[src/rtl/hbs_pkg.sv]
package hbs_pkg;

    typedef enum logic [2:0] {
        ST_IDLE  = 3'd0,
        ST_ARMED = 3'd1,
        ST_PRE   = 3'd2,
        ST_ON    = 3'd3,
        ST_POST  = 3'd4,
        ST_DONE  = 3'd5,
        ST_CUT   = 3'd6
    } seq_st_e;

    typedef enum logic {
        LEG_LO = 1'b0,
        LEG_HI = 1'b1
    } leg_e;

    typedef struct packed {
        logic pri;
        logic sr;
    } gate_t;

    localparam gate_t GATE_SAFE = '{pri: 1'b0, sr: 1'b1};

    function automatic leg_e other_leg(leg_e l);
        return (l == LEG_LO) ? LEG_HI : LEG_LO;
    endfunction

    // rectifier of the owning leg is held off in these states
    function automatic logic in_window(seq_st_e s);
        return (s == ST_PRE) || (s == ST_ON) || (s == ST_POST) || (s == ST_CUT);
    endfunction

    function automatic gate_t leg_gate(seq_st_e s, leg_e owner, leg_e leg);
        gate_t g;
        g = GATE_SAFE;
        if (owner == leg) begin
            g.pri = (s == ST_ON);
            g.sr  = !in_window(s);
        end
        return g;
    endfunction

endpackage

[src/rtl/hbs_bbm_timer.sv]
module hbs_bbm_timer #(
    parameter int W = 4
) (
    input  logic         clk,
    input  logic         rst,
    input  logic         load,
    input  logic [W-1:0] load_val,
    output logic         expired
);
    logic [W-1:0] cnt_q;

    always_ff @(posedge clk) begin
        if (rst)
            cnt_q <= '0;
        else if (load)
            cnt_q <= load_val;
        else if (cnt_q != '0)
            cnt_q <= cnt_q - 1'b1;
    end

    assign expired = (cnt_q == '0);

endmodule

[src/rtl/hbs_seq_fsm.sv]
module hbs_seq_fsm
    import hbs_pkg::*;
#(
    parameter int W = 4
) (
    input  logic         clk,
    input  logic         rst,
    input  logic         run_en,
    input  logic         cyc_strobe,
    input  logic         pwm_req,
    input  logic         hs_inhibit,
    input  logic [W-1:0] pre_dly,
    input  logic [W-1:0] post_dly,
    output seq_st_e      st_nxt,
    output leg_e         side_nxt
);
    seq_st_e      st, st_n;
    leg_e         side, side_n;
    logic         ld;
    logic [W-1:0] ld_val;
    logic         expired;

    hbs_bbm_timer #(.W(W)) i_timer (
        .clk      (clk),
        .rst      (rst),
        .load     (ld),
        .load_val (ld_val),
        .expired  (expired)
    );

    always_comb begin
        st_n   = st;
        side_n = side;
        ld     = 1'b0;
        ld_val = pre_dly;
        if (!run_en) begin
            st_n   = ST_IDLE;
            side_n = LEG_LO;
        end else if (cyc_strobe) begin
            case (st)
                ST_IDLE: begin
                    st_n   = ST_ARMED;
                    side_n = LEG_LO;
                end
                ST_ON:   st_n = ST_CUT;
                default: begin
                    st_n   = ST_ARMED;
                    side_n = other_leg(side);
                end
            endcase
        end else begin
            case (st)
                ST_ARMED: begin
                    if (pwm_req && !(side == LEG_HI && hs_inhibit)) begin
                        st_n   = ST_PRE;
                        ld     = 1'b1;
                        ld_val = pre_dly;
                    end
                end
                ST_PRE: begin
                    if (expired)
                        st_n = ST_ON;
                end
                ST_ON: begin
                    if (!pwm_req) begin
                        st_n   = ST_POST;
                        ld     = 1'b1;
                        ld_val = post_dly;
                    end
                end
                ST_POST: begin
                    if (expired)
                        st_n = ST_DONE;
                end
                ST_CUT: begin
                    st_n   = ST_ARMED;
                    side_n = other_leg(side);
                end
                default: st_n = st;
            endcase
        end
    end

    always_ff @(posedge clk) begin
        if (rst) begin
            st   <= ST_IDLE;
            side <= LEG_LO;
        end else begin
            st   <= st_n;
            side <= side_n;
        end
    end

    assign st_nxt   = st_n;
    assign side_nxt = side_n;

    // a fresh start always opens on the low leg
    a_r2_first_low: assert property (@(posedge clk) disable iff (rst)
        (st == ST_IDLE && run_en && cyc_strobe) |=> (side == LEG_LO));

    // boundaries hand the cycle to the other leg
    a_r2_alternate: assert property (@(posedge clk) disable iff (rst)
        (run_en && cyc_strobe &&
         (st == ST_ARMED || st == ST_PRE || st == ST_POST || st == ST_DONE || st == ST_CUT))
        |=> (side != $past(side)));

    // a cut pulse passes the cycle on one clock later
    a_r10_cut_handover: assert property (@(posedge clk) disable iff (rst)
        (st == ST_CUT && run_en) |=> (st == ST_ARMED && side != $past(side)));

    // a finished cycle stays finished until a boundary
    a_r7_single_pulse: assert property (@(posedge clk) disable iff (rst)
        (st == ST_DONE && run_en && !cyc_strobe) |=> (st == ST_DONE));

endmodule

[src/rtl/hbs_leg_drive.sv]
module hbs_leg_drive
    import hbs_pkg::*;
#(
    parameter leg_e LEG = LEG_LO
) (
    input  logic    clk,
    input  logic    rst,
    input  seq_st_e st_nxt,
    input  leg_e    side_nxt,
    output logic    pri,
    output logic    sr
);
    gate_t g_q;

    always_ff @(posedge clk) begin
        if (rst)
            g_q <= GATE_SAFE;
        else
            g_q <= leg_gate(st_nxt, side_nxt, LEG);
    end

    assign pri = g_q.pri;
    assign sr  = g_q.sr;

    // the rectifier is already off one clock before its primary rises
    a_r3_sr_leads_pri: assert property (@(posedge clk) disable iff (rst)
        $rose(pri) |-> !$past(sr));

endmodule

[src/rtl/hb_sr_sequencer.sv]
module hb_sr_sequencer
    import hbs_pkg::*;
#(
    parameter int DLY_W = 4
) (
    input  logic             clk,
    input  logic             rst,
    input  logic             run_en,
    input  logic             cyc_strobe,
    input  logic             pwm_req,
    input  logic             hs_inhibit,
    input  logic [DLY_W-1:0] pre_dly,
    input  logic [DLY_W-1:0] post_dly,
    output logic             drv_lo,
    output logic             drv_hi,
    output logic             sr_lo,
    output logic             sr_hi
);
    localparam int NLEG = 2;

    seq_st_e         st_nxt;
    leg_e            side_nxt;
    logic [NLEG-1:0] pri_v;
    logic [NLEG-1:0] sr_v;

    hbs_seq_fsm #(.W(DLY_W)) i_fsm (
        .clk        (clk),
        .rst        (rst),
        .run_en     (run_en),
        .cyc_strobe (cyc_strobe),
        .pwm_req    (pwm_req),
        .hs_inhibit (hs_inhibit),
        .pre_dly    (pre_dly),
        .post_dly   (post_dly),
        .st_nxt     (st_nxt),
        .side_nxt   (side_nxt)
    );

    for (genvar g = 0; g < NLEG; g++) begin : g_leg
        hbs_leg_drive #(.LEG((g == 0) ? LEG_LO : LEG_HI)) i_leg (
            .clk      (clk),
            .rst      (rst),
            .st_nxt   (st_nxt),
            .side_nxt (side_nxt),
            .pri      (pri_v[g]),
            .sr       (sr_v[g])
        );
    end

    assign drv_lo = pri_v[0];
    assign drv_hi = pri_v[1];
    assign sr_lo  = sr_v[0];
    assign sr_hi  = sr_v[1];

    // the bridge never conducts through both primaries
    a_r4_pri_exclusive: assert property (@(posedge clk) disable iff (rst)
        !(drv_lo && drv_hi));

    // disable parks every drive at its safe level
    a_r9_disable_safe: assert property (@(posedge clk) disable iff (rst)
        !run_en |=> (!drv_lo && !drv_hi && sr_lo && sr_hi));

    // the rectifier is still off when its primary releases
    a_r5_lo_sr_trails: assert property (@(posedge clk) disable iff (rst)
        ($fell(drv_lo) && $past(run_en)) |-> !sr_lo);
    a_r5_hi_sr_trails: assert property (@(posedge clk) disable iff (rst)
        ($fell(drv_hi) && $past(run_en)) |-> !sr_hi);

endmodule

[config.mk]
export PLATFORM = sky130hd
export DESIGN_NAME = hb_sr_sequencer
export DESIGN_NICKNAME = d
export VERILOG_FILES = /design/src/rtl/hbs_pkg.sv /design/src/rtl/hbs_bbm_timer.sv /design/src/rtl/hbs_seq_fsm.sv /design/src/rtl/hbs_leg_drive.sv /design/src/rtl/hb_sr_sequencer.sv
export SDC_FILE = /design/constraint.sdc
export NUM_CORES = 1
export LEC_CHECK = 0
export ABC_AREA = 1
export CAP_MARGIN = 20
export CORE_MARGIN = 8
export CORE_UTILIZATION = 47
export CTS_CLUSTER_SIZE = 20
export DETAILED_ROUTE_END_ITERATION = 6
export DONT_BUFFER_PORTS = 1
export HOLD_SLACK_MARGIN = 0.06
export PLACE_DENSITY = 0.67
export SLEW_MARGIN = 30
export SYNTH_ARGS = -nofsm -noshare
export SYNTH_HDL_FRONTEND = slang
export SYNTH_SLANG_ARGS = --single-unit
export TNS_END_PERCENT = 20
[constraint.sdc]
create_clock -name clk -period 2.21 [get_ports clk]
set_input_delay 0.1105 -clock clk [delete_from_list [all_inputs] [get_ports clk]]
set_output_delay 0.1105 -clock clk [all_outputs]
set_load 0.01 [all_outputs]
After elaboration in Yosys (flattened, before gate mapping)
Cells that the tools add are included.
W data, S select, Z words.
{ "totals": {"ff_bits": 12, "input_bits": 14} }
{ "op_classes": {"add_sub_neg": 1, "bitwise_logic": 1, "eq_ne": 9, "reduce_logical": 13, "muxes": 24} }
{ "op_table": {"columns": ["operator", "n"], "rows": [
  ["$mux W4", 6],
  ["$mux W3", 7],
  ["$pmux W3 S5", 1],
  ["$eq A3 B2 Y1 const B", 4],
  ["$eq A3 B3 Y1 const B", 4],
  ["$mux W1", 8],
  ["$logic_not A4 Y1", 1],
  ["$pmux W1 S2", 2],
  ["$reduce_bool A4 Y1", 1],
  ["$reduce_or A2 Y1", 2],
  ["$sub A4 B1 Y4 const B", 1],
  ["$eq A3 B1 Y1 const B", 1],
  ["$logic_not A3 Y1", 1],
  ["$logic_or A1 B1 Y1", 3],
  ["$logic_and A1 B1 Y1", 2],
  ["$logic_not A1 Y1", 2],
  ["$reduce_bool A2 Y1", 1],
  ["$not A1 Y1", 1]
]} }

Depth between registers and ports, before layout
Gate-level depths: netlist (run 1).
{ "logic_depth": {"depth_word": 12, "ltp_mapped": 10} }

Cells and area by module
From an unflattened synthesis (run 1), not the netlist that was laid out.
{ "hier_totals": {"cells_unflattened": 138, "hier_area_um2": 900.9} }
{ "modules_own_cells": {"columns": ["module", "area_per_inst_um2", "seq_area_each_um2", "instances", "cells_each"], "rows": [
  ["hbs_seq_fsm", 465.4, 80.1, 1, 72],
  ["hbs_bbm_timer", 247.7, 80.1, 1, 40],
  ["hbs_leg_drive at g_leg[0].i_leg", 96.3, 40.0, 1, 13],
  ["hbs_leg_drive at g_leg[1].i_leg", 91.3, 40.0, 1, 13]
]} }

Worst setup path before layout (run 1)
Ideal clock, no wire load.
{ "synth_path": {"kind": "flip-flop to flip-flop", "start": "register i_fsm.i_timer.cnt_q[0]", "end": "register g_leg[0].i_leg.g_q (netlist bit g_leg[0].i_leg.sr)", "required_ns": 2.090, "path_stages_with_launch": 11, "path_buffers": 0, "period_less_slack_ns": 1.237, "setup_time_ns": 0.120, "arrival_time_ns": 1.117, "slack_ns": 0.973, "path_cell_list": "dfxtp_1 inv_1 ha_1 nand3_1 nand2_1 nand2_1 nand3_1 nand2_1 nand2_1 o21ai_1 nand2_1"} }
{ "synth_via": {"elab_chain_cells": 10, "word_cells_on_any_way": 14} }
{ "synth_rtl": {"columns": ["item", "line_no", "rtl"], "rows": [
  ["start: declaration", "hbs_bbm_timer.sv:10", "logic [W-1:0] cnt_q;"],
  ["start signal: assignment", "hbs_bbm_timer.sv:16", "cnt_q <= load_val;"],
  ["start signal: assignment", "hbs_bbm_timer.sv:18", "cnt_q <= cnt_q - 1'b1;"],
  ["$logic_not A4 Y1 (*)", "hbs_bbm_timer.sv:21", "assign expired = (cnt_q == '0);"],
  ["$mux W3 (on tied branches)", "hbs_seq_fsm.sv:72, hbs_seq_fsm.sv:61", null],
  ["$pmux W3 S5 (*)", "hbs_seq_fsm.sv:52", "case (st)"],
  ["$mux W3 (*)", "hbs_seq_fsm.sv:39", "end else if (cyc_strobe) begin"],
  ["$mux W3 (*)", "hbs_seq_fsm.sv:36", "if (!run_en) begin"],
  ["$eq A3 B2 Y1", "hbs_pkg.sv:31", "return (s == ST_PRE) || (s == ST_ON) || (s == ST_POST) || (s == ST_CUT);"],
  ["$logic_or A1 B1 Y1 (2 in a row)", "hbs_pkg.sv:31", null],
  ["$logic_or A1 B1 Y1 (*)", "hbs_pkg.sv:31", null],
  ["$logic_not A1 Y1 (*)", "hbs_pkg.sv:39", "g.sr = !in_window(s);"],
  ["end signal: assignment", "hbs_leg_drive.sv:19", "g_q <= leg_gate(st_nxt, side_nxt, LEG);"],
  ["end: declaration", "hbs_leg_drive.sv:13", "gate_t g_q;"]
]} }
Mark *: on every way between the ends. The rest lies on a longest branch, timed or not.
A chain may end at the register's enable or synchronous reset.

Final worst setup path (run 1)
{ "layout_path": {"start": "register i_fsm.i_timer.cnt_q[0]", "end": "register i_fsm.st[0]"} }
{ "layout_via": {"elab_chain_cells": 5, "word_cells_on_any_way": 6} }
{ "layout_rtl": {"columns": ["item", "line_no", "rtl"], "rows": [
  ["$logic_not A4 Y1 (*)", "hbs_bbm_timer.sv:21", null],
  ["$mux W3 (on tied branches)", "hbs_seq_fsm.sv:72, hbs_seq_fsm.sv:61", null],
  ["$pmux W3 S5 (*)", "hbs_seq_fsm.sv:52", null],
  ["$mux W3 (*)", "hbs_seq_fsm.sv:39", null],
  ["$mux W3 (*)", "hbs_seq_fsm.sv:36", null],
  ["end signal: assignment", "hbs_seq_fsm.sv:89", "st <= st_n;"],
  ["end: declaration", "hbs_seq_fsm.sv:17", "seq_st_e st, st_n;"]
]} }
Marks and branches as above.

==> reports/summary.txt, run 1 <==
final hold slack -> 0.09006 ns
gate count after technology mapping -> 119
status -> complete, no violations
dpl ws -> 0.8266 ns
die area -> 0.003180 mm2
routed vias/inst -> 5.317
ANT nets after route -> 0
Buf/Inv on CP -> 2
max_cap viols -> 0
Net count, final -> 145
kind of critical path -> reg -> reg
crit end category -> flip-flop
most common cell after layout, fill and taps aside -> nand2_1
Num Clock Sinks -> 12
CTS Buf Count -> 3
initial antenna violation count -> 0
commonest cells after routing, fill and taps aside -> 26 x nand2_1, 20 x inv_1, 13 x o21ai_0, 12 x nor2_1, 12 x dfxtp_1
syn nets -> 134
Fin. Hold Viols -> 0
Slew HR -> 0.8115
switching part of the total -> 0.3651
Tcrit/Tclk final -> 0.8787
drt initial violations -> 19
synthesized area -> 767.0 um2
Starting Density -> 0.5033
deepest level of the CTS H-tree -> 1
CP delay by family, top -> simple AND/OR/NAND/NOR gates
Synth area leaders -> dfxtp_1 31%, nand2_1 13%, inv_1 9.8%
post-cts resize count -> 0
routability cong. -> 0.8451
largest area contributor in the netlist -> dfxtp_1
synth-to-layout area growth -> 15.17%
CP peak stage delay -> 0.56 ns
R2R cell count -> 11
Lkg Pwr -> 0.4202 nW
largest net degree at the start of global routing -> 10
RSZ-0062 raised after global routing -> no
max-slew violations -> 0
DRC Markers -> 0
worst-margin pin slew -> 0.2799 ns
total wire length -> 1755 um
synthesis-stage register bit count -> 12
Switch Pwr -> 0.2745 mW
Critical Path Source Type -> flip-flop
Setup Viol. Count Final -> 0
CTS tree -> done
Root Buffer -> clkbuf_4
CP cell instances -> inv_1 -> ha_1 -> nand3_1 -> nand2_1 -> nand2_1 -> nand3_1 -> nand2_1 -> nand2_1 -> nand2_1 -> nor2_1 -> dlygate4sd3_1
crit path DAT -> 2.11 ns
Port Buffer Count -> 0
Crit path depth -> 11
sequential share of power -> 0.361
average cell area after synthesis -> 6.445 um2
WHS Path Cells -> 3
WP data required -> 2.38 ns
hold buffer count at cts -> 6
vias in the first global route -> 746
I/O pin count -> 18
Yosys warning total -> 0
sequential area share after synthesis -> 0.3132
Clk pwr share -> 0.234
Die Width -> 56.40 um
Setup Skew -> 0.007105 ns
Setup Fix Bufs, Post-CTS -> 0
post-layout min period -> 1.942 ns
DRT Pass-1 Iters -> 4
crit path max fanout -> 4
Peak VDD IR -> 0.5580 mV
layout cells sized above 1 -> 0.1550
routed via count -> 771
final worst setup slack -> 0.2681 ns
Core ar. -> 0.001524 mm2
Util after Layout -> 0.5796
setup TNS -> 0 ns
DIE HEIGHT -> 56.40 um
Cell variety after synth -> 21
f_max -> 515.0 MHz
Worst-Skew Late Latency -> 0.28 ns
area share of the largest cell type after synthesis -> 0.3132
Rows -> 14
cell-internal power -> 0.4773 mW
Worst path slowest cell -> dlygate4sd3_1
PwrDens -> 851.1 mW/mm2
HPWL Detailed -> 1336 um
Worst-path clk slew -> 0.08 ns
HP Class -> in -> reg
antenna cells -> 0
first-pass GRT wire length -> 3084 um
worst-case clock buffer depth -> 2
Gate power share -> 0.404
GRT Overall Usage -> 0.1163
global route total overflow -> 0
critical path's most frequent cell -> nand2_1
average wire per standard cell -> 12.10 um
## final cells by class
cell class / instances / area (um2)
Sequential cell: 12 / 240.2
Tap cell: 16 / 20.02
Clock buffer: 4 / 36.28
Inverter: 24 / 90.09
Fill cell: 147 / 640.6
Multi-Input combinational cell: 83 / 436.7
Timing Repair Buffer: 6 / 60.06
## synth_stat cells
cell type	n
nand4_2	1
nor2_1	12
nor3_1	1
a21oi_1	5
nand3b_1	1
a21oi_2	1
inv_1	20
nor2_2	3
o21ai_1	2
xor2_1	2
nand2_2	1
nand2_1	26
ha_1	1
nand3_1	7
clkinv_1	1
dfxtp_1	12
o211ai_2	1
o21ai_0	13
inv_2	3
o21ai_2	2
nand3_2	4
## stage by stage
step	std cells	cell area, um2	total power, mW
floorplan	119	767.0	0.5200
global placement	135	787.0	0.5582
detailed placement	135	787.0	0.5630
CTS	145	883.3	0.7546
global route	145	883.3	0.8165
finish	145	883.3	0.7518
## worst reg2reg max path, delay by kind of cell (launching register included)
family | cells | cell delay (ns)
fa+ha+maj | 1 | 0.24
buf+inv | 2 | 0.64
simple gates | 8 | 0.65
flops | 1 | 0.31
## path summary, 6_finish.rpt
path                            slack [ns]                    from                      to
worst max-delay path                  0.27  i_fsm.i_timer.cnt_q[0]             i_fsm.st[0]
worst min-delay path                  0.09              cyc_strobe              i_fsm.side
worst max register to register        0.27  i_fsm.i_timer.cnt_q[0]             i_fsm.st[0]
worst min register to register        0.58  i_fsm.i_timer.cnt_q[2]  i_fsm.i_timer.cnt_q[2]
## registers in the layout (all words and copies together), names as in the netlist
signal               cells
g_leg.i_leg.sr           2
i_fsm.st                 3
g_leg.i_leg.pri          2
i_fsm.side               1
i_fsm.i_timer.cnt_q      4
## power by group through the flow
stage / Clock [mW] / Sequential [mW] / Combinational, mW
6_report: 0.176 / 0.272 / 0.304
5_1_grt: 0.190 / 0.276 / 0.351
4_1_cts: 0.179 / 0.272 / 0.304
3_5_place_dp: 0 / 0.276 / 0.287
3_3_place_gp: 0 / 0.276 / 0.282
2_1_floorplan: 0 / 0.274 / 0.246
## cells by family (layout without fill, tap and decap cells)
group                      Yosys count  in the layout  share of synthesized area
and+or+nand+nor                     56             56                     0.3491
AOI/OAI and AO/OA                   24             24                     0.1811
adders and majority gates            1              1                    0.01631
DFF                                 12             12                     0.3132
xor gates and xnor gates             2              2                    0.02284
buffers and inverters               24             34                     0.1174
## routing by layer
layer / GRT usage / wire [um] / vias up / share of wire
met4: 0.06186 / 38 / 0 / 0.022
met2: 0.1775 / 790 / 27 / 0.45
met3: 0.03820 / 117 / 5 / 0.067
met5: 0 / 0 / - / 0
met1: 0.1401 / 808 / 338 / 0.46
li1: - / - / 401 / -
No activity file was read; power rests on OpenSTA's default activity.
==> inputs of run 2 (changes only) <==
--- a/config.mk
+++ b/config.mk
@@ -5,7 +5,6 @@
 export SDC_FILE = /design/constraint.sdc
 export NUM_CORES = 1
 export LEC_CHECK = 0
-export ABC_AREA = 1
 export CAP_MARGIN = 20
 export CORE_MARGIN = 8
 export CORE_UTILIZATION = 47
@@ -14,7 +13,6 @@
 export DONT_BUFFER_PORTS = 1
 export HOLD_SLACK_MARGIN = 0.06
 export PLACE_DENSITY = 0.67
-export SLEW_MARGIN = 30
 export SYNTH_ARGS = -nofsm -noshare
 export SYNTH_HDL_FRONTEND = slang
 export SYNTH_SLANG_ARGS = --single-unit
==> run 2 against run 1 <==
Area after synthesis grew 13%; non-clock buffer count shrank 4; clock power is essentially flat; critical path depth shrank 7; design area grew 5.1%; clock skew grew 0.0046 ns; sequential cell count is the same; combinational power shrank 22%; die area grew 8.9%; largest power group is now sequential cells.
==> reports/summary.txt, run 2 <==
status -> complete, no violations
Slew HR -> 0.6464 (-0.1651)
Worst R2R Start -> i_fsm.st[1]
RSZ-0062 raised after global routing -> no
Synth area leaders -> dfxtp_1 28%, a21oi_1 5.8%, nand2b_1 4.3%
average cell area after synthesis -> 8.145 um2 (+26%)
final instance area -> 928.4 um2 (+5.1%)
first-pass GRT wire length -> 3574 um (+16%)
Num Clock Sinks -> 12 (unchanged)
cell with the most instances after synthesis -> dfxtp_1
crit path max fanout -> 12 (+8)
CTS Buf Count -> 3 (unchanged)
deepest level of the CTS H-tree -> 1 (unchanged)
commonest cells after routing, fill and taps aside -> 12 x dfxtp_1, 10 x a21oi_1, 8 x inv_1, 8 x nor2_1
Peak VDD IR -> 0.3317 mV (-41%)
largest net degree at the start of global routing -> 17 (+7)
vias in the first global route -> 793 (+6.3%)
global route total overflow -> 0 (unchanged)
Post-synth EDFFs -> 0 (unchanged)
initial antenna violation count -> 0 (unchanged)
CP peak stage delay -> 0.60 ns (+0.04 ns)
top cells by instance count after synthesis -> 12 x dfxtp_1, 10 x a21oi_1, 8 x inv_1, 8 x nor2_1
Port Buffer Count -> 0 (unchanged)
Die Width -> 58.86 um (+4.4%)
final hold slack -> 0.07871 ns (-0.01135 ns)
top flop regs -> i_fsm.i_timer.cnt_q x4, i_fsm.st x3
worst-margin pin slew -> 0.5288 ns (+0.2489 ns)
R2R cell count -> 4 (-7)
Setup Fix Bufs, Post-CTS -> 0 (unchanged)
Root Buffer -> clkbuf_4
DRT Pass-1 Iters -> 4 (unchanged)
CP delay by family, top -> flip-flops
sequential area share after synthesis -> 0.2783 (-0.03495)
antenna cells -> 0 (unchanged)
final worst setup slack -> 0.3608 ns (+0.09265 ns)
routability cong. -> 0.8571 (+1.4%)
Hold EP -> g_leg[0].i_leg.sr
max reg flops -> 4 (unchanged)
average wire per standard cell -> 16.64 um (+37%)
Util after Layout -> 0.5377 (-0.04196)
Worst-path clk slew -> 0.09 ns (about the same)
DRC Markers -> 0 (unchanged)
Critical R2R Capture -> i_fsm.i_timer.cnt_q[0]
gate count after technology mapping -> 106 (-11%)
Lkg Pwr -> 0.3121 nW (-26%)
syn nets -> 121 (-9.7%)
crit end category -> flip-flop
synth-to-layout area growth -> 7.536%
Starting Density -> 0.5000 (-0.003284)
DIE HEIGHT -> 58.86 um (+4.4%)
Cell variety after synth -> 42 (+100%)
Worst path slowest cell -> dfxtp_1
layout cells sized above 1 -> 0.07407 (-0.08096)
Setup Skew -> 0.01168 ns (+0.004572 ns)
setup TNS -> 0 ns (unchanged)
routed via count -> 804 (+4.3%)
post-route insts no fill -> 133 (-8.3%)
Reg2Reg Setup Slack -> 0.36 ns (+0.09 ns)
max_cap viols -> 0 (unchanged)
crit path DAT -> 2.00 ns (-0.11 ns)
WHS Path Cells -> 3 (unchanged)
Power, Total -> 0.6914 mW (-8.0%)
asr flop ratio synth -> 0 (unchanged)
kind of critical path -> reg -> reg
Fin. Hold Viols -> 0 (unchanged)
HPWL Detailed -> 1676 um (+25%)
placed cell area -> 872.1 um2 (+11%)
ANT nets after route -> 0 (unchanged)
Setup Viol. Count Final -> 0 (unchanged)
die area -> 0.003465 mm2 (+8.9%)
WP data required -> 2.36 ns (-0.02 ns)
area share of the largest cell type after synthesis -> 0.2783 (-0.03495)
Rows -> 15 (+1)
GRT Overall Usage -> 0.1320 (+0.01570)
max-slew violations -> 0 (unchanged)
I/O pin count -> 18 (unchanged)
synthesis-stage register bit count -> 12 (unchanged)
total wire length -> 2213 um (+26%)
Placed Instances -> 127 (-5.9%)
Critical Path Source Type -> flip-flop
synthesized area -> 863.3 um2 (+13%)
f_max -> 540.8 MHz (+5.0%)
Tcrit/Tclk final -> 0.8368 (-0.04192)
most common cell after layout, fill and taps aside -> dfxtp_1
Net count, final -> 124 (-14%)
Hold Crit Start -> cyc_strobe
CTS tree -> done
largest area contributor in the netlist -> dfxtp_1
Buf/Inv on CP -> 1 (-1)
worst-case clock buffer depth -> 2 (unchanged)
Worst-Skew Late Latency -> 0.28 ns (about the same)
CP cell instances -> inv_1 -> and4_1 -> o21ai_1 -> mux2_1
dpl ws -> 0.4154 ns (-0.4112 ns)
main flop type after synthesis -> dfxtp_1
Yosys warning total -> 0 (unchanged)
HP Class -> in -> reg
post-layout min period -> 1.849 ns (-0.09265 ns)
PwrDens -> 744.7 mW/mm2 (-12%)
routed vias/inst -> 6.045 (+14%)
Core ar. -> 0.001727 mm2 (+13%)
drt initial violations -> 34 (+15)
post-cts resize count -> 0 (unchanged)
Largest Register -> i_fsm.i_timer.cnt_q
-- run 2: cell count changes after synthesis, moves of 5 or more --
| cell | before | now |
|---|---|---|
| nand2_1 | 26 | 6 |
| inv_1 | 20 | 8 |
| o21ai_0 | 13 | 1 |
| nand2b_1 | 0 | 6 |
| nand3_1 | 7 | 1 |
| a21oi_1 | 5 | 10 |
| nor2b_1 | 0 | 5 |
| nor3_1 | 1 | 6 |
-- run 2: how the worst max path moves through the flow --
stage / startpoint / endpoint / slack (ns) / cells after the start
6_report: i_fsm.st[1] / i_fsm.i_timer.cnt_q[0] / 0.36 / 4
5_1_grt: i_fsm.st[1] / i_fsm.i_timer.cnt_q[0] / 0.27 / 4
4_1_cts: i_fsm.st[1] / i_fsm.i_timer.cnt_q[0] / 0.38 / 4
3_5_place_dp: i_fsm.st[1] / i_fsm.i_timer.cnt_q[0] / 0.42 / 4
3_3_place_gp: i_fsm.st[2] / i_fsm.i_timer.cnt_q[0] / 0.43 / 4
2_1_floorplan: i_fsm.i_timer.cnt_q[0] / i_fsm.i_timer.cnt_q[0] / 0.69 / 6
-- run 2: repair_timing --
item / CTS / global route
endpoints found under the setup margin: 0 / 0
endpoints found under the hold margin: 6 / 0
hold buffers: 2 / 0
-- run 2: logic make-up after synthesis --
kind of cell / Yosys count / share of synthesized area
simple gates: 43 / 0.3058
flops: 12 / 0.2783
mux: 1 / 0.01304
xor+xnor: 3 / 0.03044
compound gates: 34 / 0.2971
buf+inv: 12 / 0.06087
fa+ha+maj: 1 / 0.01449
-- run 2: area by class of cell --
class | count | area [um2]
clock buffers | 4 | 36.28
fillers | 172 | 798.3
inverters | 8 | 30.03
multi-input cells | 82 | 570.5
flip-flops and latches | 12 | 240.2
well taps | 25 | 31.28
repair buffers | 2 | 20.02
-- run 2: tightest hold or removal path, delay by kind of cell --
kind / cells / cell delay (ns)
buffers and inverters: 1 / 0.03
and+or+nand+nor: 1 / 0.08
AOI/OAI and AO/OA: 1 / 0.09
-- run 2: metal layers --
layer / share of wire / vias up / track usage / routed length (um)
met1: 0.43 / 373 / 0.1513 / 954
met4: 0.019 / 0 / 0.05119 / 42
met3: 0.082 / 4 / 0.04130 / 182
li1: - / 398 / - / -
met5: 0 / - / 0 / 0
met2: 0.47 / 29 / 0.2212 / 1033
-- run 2: power by group --
part	leakage [nW]	internal (mW)	total (mW)	switching, mW
logic	0.193	0.121	0.236	0.115
registers	0.0979	0.247	0.278	0.0309
clock network	0.0210	0.100	0.178	0.0775
==> inputs of run 3 (changes only) <==
--- a/config.mk
+++ b/config.mk
@@ -5,6 +5,7 @@
 export SDC_FILE = /design/constraint.sdc
 export NUM_CORES = 1
 export LEC_CHECK = 0
+export ABC_AREA = 1
 export CAP_MARGIN = 20
 export CORE_MARGIN = 8
 export CORE_UTILIZATION = 47
@@ -12,7 +13,7 @@
 export DETAILED_ROUTE_END_ITERATION = 6
 export DONT_BUFFER_PORTS = 1
 export HOLD_SLACK_MARGIN = 0.06
-export PLACE_DENSITY = 0.67
+export PLACE_DENSITY = 0.69
 export SYNTH_ARGS = -nofsm -noshare
 export SYNTH_HDL_FRONTEND = slang
 export SYNTH_SLANG_ARGS = --single-unit
==> constraint.sdc (replaced) <==
create_clock -name clk -period 1.7 [get_ports clk]
set_input_delay 0.085 -clock clk [delete_from_list [all_inputs] [get_ports clk]]
set_output_delay 0.085 -clock clk [all_outputs]
set_load 0.01 [all_outputs]
==> run 3 against run 2 <==
Non-clock buffer count up 3; utilization up 2.6 points; design area down 7.4%.
==> reports/summary.txt, run 3 (synthesis gave the netlist of run 1 again) <==
worst-case clock buffer depth -> 2 (unchanged)
max-slew violations -> 0 (unchanged)
GRT Overall Usage -> 0.1146 (-0.01741)
commonest cells after routing, fill and taps aside -> 26 x nand2_1, 20 x inv_1, 13 x o21ai_0, 12 x nor2_1, 12 x dfxtp_1
crit path DAT -> 1.60 ns (-0.40 ns)
I/O pin count -> 18 (unchanged)
Slew HR -> 0.8130 (+0.1666)
CTS Buf Count -> 3 (unchanged)
Lkg Pwr -> 0.4068 nW (+30%)
Net count, final -> 144 (+16%)
worst-margin pin slew -> 0.2776 ns (-0.2512 ns)
status -> complete, no violations
Worst-Skew Late Latency -> 0.26 ns (-0.02 ns)
Peak VDD IR -> 0.7165 mV (+120%)
synth-to-layout area growth -> 12.07%
Switch Pwr -> 0.3453 mW (+55%)
PwrDens -> 1069 mW/mm2 (+44%)
RSZ-0062 raised after global routing -> no
Clk pwr share -> 0.177 (-0.080)
routed via count -> 767 (-4.6%)
post-layout min period -> 1.397 ns (-0.4524 ns)
Root Buffer -> clkbuf_4
critical path's most frequent cell -> nand2_1
DRT Pass-1 Iters -> 4 (unchanged)
CTS tree -> done
Largest Register -> i_fsm.i_timer.cnt_q
die area -> 0.003180 mm2 (-8.2%)
Core ar. -> 0.001524 mm2 (-12%)
deepest level of the CTS H-tree -> 1 (unchanged)
CP delay by family, top -> simple AND/OR/NAND/NOR gates
HPWL Detailed -> 1380 um (-18%)
Die Width -> 56.40 um (-4.2%)
Gate power share -> 0.439 (+0.098)
routability cong. -> 0.8723 (+1.8%)
Critical Path Source Type -> flip-flop
Port Buffer Count -> 0 (unchanged)
sequential share of power -> 0.384 (-0.018)
CP cell instances -> inv_1 -> ha_1 -> nand3_1 -> nand2_1 -> nand2_1 -> nand3_1 -> nand2_1 -> nand2_1 -> nand3_1 -> nor2_1
HP Class -> in -> reg
Worst-path clk slew -> 0.06 ns (-0.03 ns)
max reg flops -> 4 (unchanged)
dpl ws -> 0.3237 ns (-0.09171 ns)
DIE HEIGHT -> 56.40 um (-4.2%)
first-pass GRT wire length -> 3008 um (-16%)
average wire per standard cell -> 12.03 um (-28%)
global route total overflow -> 0 (unchanged)
f_max -> 715.9 MHz (+32%)
WP data required -> 1.90 ns (-0.46 ns)
Buf/Inv on CP -> 1 (unchanged)
ANT nets after route -> 0 (unchanged)
crit end category -> flip-flop
drt initial violations -> 7 (-79%)
kind of critical path -> reg -> reg
Tcrit/Tclk final -> 0.8216 (-0.01511)
vias in the first global route -> 719 (-9.3%)
total wire length -> 1720 um (-22%)
Worst path slowest cell -> dfxtp_1
routed vias/inst -> 5.364 (-11%)
cell-internal power -> 0.5735 mW (+23%)
top flop regs -> i_fsm.i_timer.cnt_q x4, i_fsm.st x3
Num Clock Sinks -> 12 (unchanged)
antenna cells -> 0 (unchanged)
crit path max fanout -> 4 (-8)
max_cap viols -> 0 (unchanged)
largest net degree at the start of global routing -> 10 (-7)
setup TNS -> 0 ns (unchanged)
Fin. Hold Viols -> 0 (unchanged)
layout cells sized above 1 -> 0.1496 (+0.07553)
switching part of the total -> 0.3759 (+0.05274)
Setup Skew -> 0.001630 ns (-0.01005 ns)
initial antenna violation count -> 0 (unchanged)
CP peak stage delay -> 0.30 ns (-0.30 ns)
final worst setup slack -> 0.3032 ns (-0.05757 ns)
Rows -> 14 (-1)
most common cell after layout, fill and taps aside -> nand2_1
DRC Markers -> 0 (unchanged)
Starting Density -> 0.5033 (+0.003284)
Setup Viol. Count Final -> 0 (unchanged)
## run 3: worst paths after layout
check                         start                      to  slack (ns)  depth (start not counted)
max          i_fsm.i_timer.cnt_q[0]      g_leg[1].i_leg.pri        0.30                         10
min                      cyc_strobe              i_fsm.side        0.07                          3
max reg2reg  i_fsm.i_timer.cnt_q[0]      g_leg[1].i_leg.pri        0.30                         10
min reg2reg  i_fsm.i_timer.cnt_q[2]  i_fsm.i_timer.cnt_q[2]        0.58                          3
## run 3: layout make-up
type,instances,area [um2]
flip-flops and latches,12,240.2
repair buffers,5,50.05
well taps,16,20.02
multi-input cells,83,436.7
fillers,151,664.4
clock buffers,3,22.52
inverters,24,90.09
## run 3: repair_timing
action                    CTS  global route
setup buffers               0             0
resized for setup           0             0
hold endpoints to repair   11             0
hold buffers                5             0
## run 3: per-layer routing
metal	global-route usage	wire (um)
met5	0	0
met4	0.03093	11
met3	0.05843	166
met2	0.1775	768
met1	0.1353	774
## run 3: power by group through the flow
stage | clock (mW) | sequential [mW] | combinational (mW)
2_1_floorplan | 0 | 0.356 | 0.320
4_1_cts | 0.172 | 0.353 | 0.401
6_report | 0.163 | 0.353 | 0.403
5_1_grt | 0.186 | 0.360 | 0.468
3_5_place_dp | 0 | 0.360 | 0.387
3_3_place_gp | 0 | 0.360 | 0.365
## run 3: tightest hold or removal path, stage by stage
cell	delay, ns
o211ai_2	0.08
nand3_2	0.08
nor2_2	0.04
## run 3: through the flow
step | hold slack (ns) | utilization | power [mW] | cells | instance area [um2]
2_1_floorplan | 0.1566 | - | 0.6760 | 119 | 767.0
3_3_place_gp | 0.1608 | 0.5164 | 0.7249 | 135 | 787.0
3_5_place_dp | 0.1610 | 0.5164 | 0.7469 | 135 | 787.0
4_1_cts | 0.06248 | 0.5640 | 0.9265 | 143 | 859.6
5_1_grt | 0.07688 | 0.5640 | 1.014 | 143 | 859.6
6_report | 0.06640 | 0.5640 | 0.9188 | 143 | 859.6
